[src/rtl/skew_seq_pkg.sv]
package skew_seq_pkg;

    localparam int NUM_PE = 4;
    localparam int PE_W   = $clog2(NUM_PE);
    localparam int ADDR_W = 6;

    typedef struct packed {
        logic              valid;
        logic              is_wr;
        logic [PE_W-1:0]   pe;
        logic [ADDR_W-1:0] addr;
    } sched_ent_t;

    function automatic logic [NUM_PE-1:0] pe_onehot(input logic [PE_W-1:0] p);
        logic [NUM_PE-1:0] v;
        v = '0;
        v[p] = 1'b1;
        return v;
    endfunction

endpackage

[src/rtl/seq_slot_counter.sv]
module seq_slot_counter #(
    parameter int SLOTS  = 48,
    parameter int SLOT_W = $clog2(SLOTS)
) (
    input  logic              clk,
    input  logic              rst,
    input  logic              start,
    input  logic              stop,
    output logic              running,
    output logic [SLOT_W-1:0] slot
);
    localparam logic [SLOT_W-1:0] LAST = SLOT_W'(SLOTS - 1);

    always_ff @(posedge clk) begin
        if (rst || stop) begin
            running <= 1'b0;
            slot    <= '0;
        end else if (start) begin
            running <= 1'b1;
            slot    <= '0;
        end else if (running) begin
            slot <= (slot == LAST) ? '0 : slot + 1'b1;
        end
    end

    a_r2_start: assert property (@(posedge clk) disable iff (rst)
        (start && !stop) |=> (running && slot == '0));
    a_r2_step: assert property (@(posedge clk) disable iff (rst)
        (running && !start && !stop && slot != LAST) |=> (slot == SLOT_W'($past(slot) + 1'b1)));
    a_r3_wrap: assert property (@(posedge clk) disable iff (rst)
        (running && !start && !stop && slot == LAST) |=> (running && slot == '0));
    a_r9_stop: assert property (@(posedge clk) disable iff (rst)
        stop |=> !running);

endmodule

[src/rtl/seq_sched_table.sv]
module seq_sched_table
    import skew_seq_pkg::*;
#(
    parameter int SLOTS  = 48,
    parameter int SLOT_W = $clog2(SLOTS)
) (
    input  logic              clk,
    input  logic              rst,
    input  logic              lock,
    input  logic              wr_en,
    input  logic [SLOT_W-1:0] wr_idx,
    input  sched_ent_t        wr_ent,
    input  logic [SLOT_W-1:0] rd_idx,
    output sched_ent_t        rd_ent
);
    localparam logic [SLOT_W-1:0] LAST = SLOT_W'(SLOTS - 1);

    sched_ent_t tbl [SLOTS];
    logic       wr_ok;

    assign wr_ok  = wr_en && !lock && (wr_idx <= LAST);
    assign rd_ent = (rd_idx <= LAST) ? tbl[rd_idx] : '0;

    always_ff @(posedge clk) begin
        if (rst) begin
            for (int i = 0; i < SLOTS; i++) tbl[i] <= '0;
        end else if (wr_ok) begin
            tbl[wr_idx] <= wr_ent;
        end
    end

    a_r8_locked: assert property (@(posedge clk) disable iff (rst)
        (lock && wr_en && wr_idx <= LAST) |=> (tbl[$past(wr_idx)] == $past(tbl[wr_idx])));

endmodule

[src/rtl/seq_operand_bank.sv]
module seq_operand_bank
    import skew_seq_pkg::*;
#(
    parameter int DATA_W = 16
) (
    input  logic                     clk,
    input  logic                     rst,
    input  logic                     rd_fire,
    input  logic [PE_W-1:0]          rd_pe,
    input  logic [DATA_W-1:0]        mem_rdata,
    output logic [NUM_PE*DATA_W-1:0] operand,
    output logic [NUM_PE-1:0]        load
);
    logic              pend;
    logic [PE_W-1:0]   pend_pe;
    logic [DATA_W-1:0] opr [NUM_PE];

    always_ff @(posedge clk) begin
        if (rst) begin
            pend    <= 1'b0;
            pend_pe <= '0;
            load    <= '0;
            for (int i = 0; i < NUM_PE; i++) opr[i] <= '0;
        end else begin
            pend    <= rd_fire;
            pend_pe <= rd_pe;
            load    <= pend ? pe_onehot(pend_pe) : '0;
            if (pend) opr[pend_pe] <= mem_rdata;
        end
    end

    for (genvar g = 0; g < NUM_PE; g++) begin : g_out
        assign operand[g*DATA_W +: DATA_W] = opr[g];
    end

    a_r7_onehot: assert property (@(posedge clk) disable iff (rst)
        $onehot0(load));
    a_r7_after_read: assert property (@(posedge clk) disable iff (rst)
        (load != '0) |-> $past(rd_fire, 2));

endmodule

[src/rtl/skew_mem_seq.sv]
module skew_mem_seq
    import skew_seq_pkg::*;
#(
    parameter int DATA_W   = 16,
    parameter int PE_SLOTS = 24,
    parameter int SUBSLOTS = 2,
    parameter int SLOTS    = PE_SLOTS * SUBSLOTS,
    parameter int SLOT_W   = $clog2(SLOTS)
) (
    input  logic                     clk,
    input  logic                     rst,
    input  logic                     sample_start,
    input  logic                     stop,
    input  logic                     tbl_we,
    input  logic [SLOT_W-1:0]        tbl_idx,
    input  logic                     tbl_valid,
    input  logic                     tbl_write,
    input  logic [PE_W-1:0]          tbl_pe,
    input  logic [ADDR_W-1:0]        tbl_addr,
    input  logic [NUM_PE*DATA_W-1:0] pe_result,
    output logic [NUM_PE*DATA_W-1:0] pe_operand,
    output logic [NUM_PE-1:0]        pe_load,
    output logic [ADDR_W-1:0]        mem_addr,
    output logic [DATA_W-1:0]        mem_wdata,
    output logic                     mem_we,
    output logic                     mem_re,
    input  logic [DATA_W-1:0]        mem_rdata
);
    logic              running;
    logic [SLOT_W-1:0] slot;
    sched_ent_t        ent;
    sched_ent_t        wr_ent;
    logic [DATA_W-1:0] res_arr [NUM_PE];

    assign wr_ent = '{valid: tbl_valid, is_wr: tbl_write, pe: tbl_pe, addr: tbl_addr};

    seq_slot_counter #(.SLOTS(SLOTS), .SLOT_W(SLOT_W)) u_cnt (
        .clk(clk), .rst(rst), .start(sample_start), .stop(stop),
        .running(running), .slot(slot)
    );

    seq_sched_table #(.SLOTS(SLOTS), .SLOT_W(SLOT_W)) u_tbl (
        .clk(clk), .rst(rst), .lock(running), .wr_en(tbl_we),
        .wr_idx(tbl_idx), .wr_ent(wr_ent), .rd_idx(slot), .rd_ent(ent)
    );

    for (genvar g = 0; g < NUM_PE; g++) begin : g_res
        assign res_arr[g] = pe_result[g*DATA_W +: DATA_W];
    end

    assign mem_we    = running && ent.valid && ent.is_wr;
    assign mem_re    = running && ent.valid && !ent.is_wr;
    assign mem_addr  = ent.addr;
    assign mem_wdata = res_arr[ent.pe];

    seq_operand_bank #(.DATA_W(DATA_W)) u_opr (
        .clk(clk), .rst(rst), .rd_fire(mem_re), .rd_pe(ent.pe),
        .mem_rdata(mem_rdata), .operand(pe_operand), .load(pe_load)
    );

    a_r4_exclusive: assert property (@(posedge clk) disable iff (rst)
        !(mem_we && mem_re));
    a_r9_quiet: assert property (@(posedge clk) disable iff (rst)
        stop |=> (!mem_we && !mem_re));

endmodule

[config.mk]
export PLATFORM = sky130hd
export DESIGN_NAME = skew_mem_seq
export DESIGN_NICKNAME = d
export VERILOG_FILES = /design/src/rtl/skew_seq_pkg.sv /design/src/rtl/seq_slot_counter.sv /design/src/rtl/seq_sched_table.sv /design/src/rtl/seq_operand_bank.sv /design/src/rtl/skew_mem_seq.sv
export SDC_FILE = /design/constraint.sdc
export NUM_CORES = 1
export LEC_CHECK = 0
export ABC_AREA = 1
export BUFFER_PORTS_ARGS = -buffer_cell sky130_fd_sc_hd__buf_2
export CAP_MARGIN = 20
export CORE_MARGIN = 1.5
export CORE_UTILIZATION = 53
export CTS_CLUSTER_DIAMETER = 30
export DETAILED_ROUTE_END_ITERATION = 12
export GPL_TIMING_DRIVEN = 0
export PLACE_DENSITY_LB_ADDON = 0.3
export SLEW_MARGIN = 20
export SYNTH_ARGS = -nofsm -noshare
export SYNTH_HDL_FRONTEND = slang
export SYNTH_HIERARCHICAL = 1
export SYNTH_SLANG_ARGS = --single-unit
[constraint.sdc]
create_clock -name clk -period 5.5 [get_ports clk]
set_input_delay 0.55 -clock clk [delete_from_list [all_inputs] [get_ports clk]]
set_output_delay 0.55 -clock clk [all_outputs]
set_load 0.01 [all_outputs]
==> flow_summary.toml <==
[final_layout]
antenna_cells_inserted = 0
share_of_post_route_cells_with_drive_strength_above_1_pct = 16.7
final_cell_mix = "sky130_fd_sc_hd__nor2_1 (664), sky130_fd_sc_hd__nand2_1 (653), sky130_fd_sc_hd__edfxtp_1 (544)"
area.growth.synth_to_final_pct = 21.1
finish.net_count = 3126
fill_cells = 3730
layout.cells.non_filler = 3732
final_core_utilization_pct = 65.3
most_frequent_standard_cell_in_the_layout_excluding_fill_and_tap_cells = "sky130_fd_sc_hd__nor2_1"

[yosys]
yosysSeqAreaShare_pct = 64.4
synth.cell_area_um2 = 25800
synth_area_per_cell_um2 = 9.49
synth.ff_latch_count = 558
synth_cells = 2718
ys_types = 31
ys.warnings.count = 6
syn_nets = 2820

[clock_network]
clock_tree.htree_level_count = 3
cts.path.max_buffers = 3
post_cts_hold_buffer_count = 0
clock_sinks = 558
cts_buffers = 110
cts_setup_buffers = 0
tritoncts = "done"
clk_pin_slew_ns = 0.05
clk-insertion-delay-late_ns = 0.65
cts.root.buffer_cell = "sky130_fd_sc_hd__clkbuf_16"
ctsResizeCount = 0

[setup_path]
start_kind = "register"
criticalPathCategory = "reg -> out"
startpoint = "u_cnt/slot[1]"
reg2reg_to = "u_tbl/tbl[0][3]"
r2r_slack_ns = 2.13
timing.rr.start = "u_cnt/running"
worst_ep_arrival_time_ns = 4.01
critical_path_required_ns = 4.95
worstSetupEndpoint = "mem_wdata[4]"
reg2reg_depth = 8
timing.critical_path.fanout_max = 10
setup.worst_path.end_class = "primary output"

[floorplan]
die_area_um2 = 50000
ios = 193
rows = 80
die_w_um = 224
core_area_um2 = 47800
die_height_um = 224
initial_core_util_pct = 53.9

[worst_hold_path]
worst_hold_path_type = "in -> reg"

[timing]
max_slew.worst_pin.slew_ns = 1.21
fin_worst_hold_slack_ns = 0.150
setup_tns_ns = 0
post-route-min-period_ns = 4.56
min_period_over_period_pct = 82.8
finalHoldViolCount = 0
unrepaired_setup_endpoints_after_global_routing = "no"
max_freq_ghz = 0.219
final-setup-viol-count = 0
maxSlewHeadroom_pct = 18.7
drv_slew = 0
final.setup_skew_ns = 0.0279

[route]
number_of_design_rule_violations_left_after_detail_routing = 0
detailedRoute.firstIterationViolations = 2913
route.final.wire_length_um = 81600
detailedRoute.firstPassIterationCount = 7
ant_nets = 0
vias = 21500
routed_via_density = 5.77
drt-wirelength-per-cell_um = 21.9

[power]
leakagePower_nw = 13.5
pwr_density_cell_nw_per_um2 = 380
power.ir.vdd_worst_mv = 0.269
totalPowerFinal_mw = 11.9

[grt]
first_pass_grt_wire_length_um = 119000
grt_start_max_net_pins = 17
antenna_violations_before_repair = 0
grt_pass1_vias = 20500
grt_usage_pct = 32.4
global_route.overflow_total = 0

[place]
place.gp.congestion = 0.976
dp_hpwl_um = 57200
numPortBuffers = 192
dpl.cell_count = 3526

[run]
maxCapViolations = 0

[status]
status = "completed"
## sequential cells by signal, summed over array words and instances, names as in the netlist
register       flops
u_tbl/tbl        480
u_opr/opr         64
u_opr/pend         1
u_cnt/slot         6
u_opr/pend_pe      2
u_cnt/running      1
u_opr/load         4
## worst min-delay path by stage
stage          slack, ns            end          from  depth (start not counted)
4_1_cts             0.12  u_cnt/running  sample_start                          2
2_1_floorplan       0.46  u_opr/load[3]    u_opr/pend                          2
3_3_place_gp        0.49  u_opr/load[3]    u_opr/pend                          2
3_5_place_dp        0.49  u_opr/load[3]    u_opr/pend                          2
6_report            0.15  u_cnt/running  sample_start                          2
5_1_grt             0.14  u_cnt/running  sample_start                          2
## area by class of cell
| class | count | area [µm²] | share of cell area, % |
|---|---|---|---|
| clock buffer | 121 | 2790 | 8.94 |
| tap | 615 | 769 | 2.46 |
| timing repair buffer | 194 | 980 | 3.13 |
| sequential | 558 | 16600 | 53.1 |
| multi-input combinational | 1795 | 7570 | 24.2 |
| buffer | 219 | 1080 | 3.45 |
| clock inverter | 84 | 908 | 2.91 |
| inverter | 146 | 551 | 1.76 |
## Yosys cell counts (all sizes together)
cell / instances / area, µm²
o21a: 1 / 7.51
o21bai: 1 / 7.51
ha: 1 / 12.5
nor4: 2 / 42.5
edfxtp: 544 / 16300
a21oi: 8 / 40.0
nand2: 656 / 2480
nor2: 670 / 2550
clkinv: 1 / 3.75
o211ai: 33 / 248
o21ai: 84 / 420
nor3: 12 / 105
xnor2: 1 / 8.76
nand3: 326 / 1640
dfxtp: 14 / 280
inv: 145 / 547
clkbuf: 85 / 320
buf: 134 / 759
## cell families after synthesis
logic type	share of synthesized area, %
and+or+nand+nor	26.4
AOI/OAI and AO/OA	2.80
DFF	64.4
adders and majority gates	0.0485
xor gates and xnor gates	0.0339
buffers and inverters	6.32
## critical path: stages, from the launching register on
cell,delay (ns)
sky130_fd_sc_hd__dfxtp_1,0.35
sky130_fd_sc_hd__inv_2,0.14
sky130_fd_sc_hd__buf_2,0.28
sky130_fd_sc_hd__clkbuf_1,0.72
sky130_fd_sc_hd__nand3_1,0.16
sky130_fd_sc_hd__nand3_1,0.21
sky130_fd_sc_hd__nand2_1,0.15
sky130_fd_sc_hd__nand2_1,0.10
sky130_fd_sc_hd__nand3_1,0.14
sky130_fd_sc_hd__nand3_1,0.19
sky130_fd_sc_hd__nand2_1,0.13
sky130_fd_sc_hd__buf_6,0.16
sky130_fd_sc_hd__inv_2,0.13
sky130_fd_sc_hd__buf_6,0.16
sky130_fd_sc_hd__nand3_1,0.13
sky130_fd_sc_hd__nand2_1,0.07
sky130_fd_sc_hd__buf_2,0.12
## power breakdown
group / internal [mW] / switching (mW) / total [mW]
clock: 4.29 / 2.27 / 6.56
sequential: 4.78 / 0.0341 / 4.81
combinational: 0.117 / 0.375 / 0.492
## per-stage QoR
| stage | area (µm²) | worst slack, ns |
|---|---|---|
| 6_report | 31300 | 0.943 |
| 5_1_grt | 31300 | 0.906 |
| 3_5_place_dp | 27600 | 1.73 |
| 4_1_cts | 31300 | 1.05 |
| 2_1_floorplan | 25800 | 3.00 |
| 3_3_place_gp | 27500 | 1.75 |
## per-layer routing
layer	wire (µm)	global-route usage, %
met4	4290	17.3
met2	37600	51.4
met1	30200	42.0
met5	0	0
met3	9530	6.85
Power figures use the tool's default switching activity.
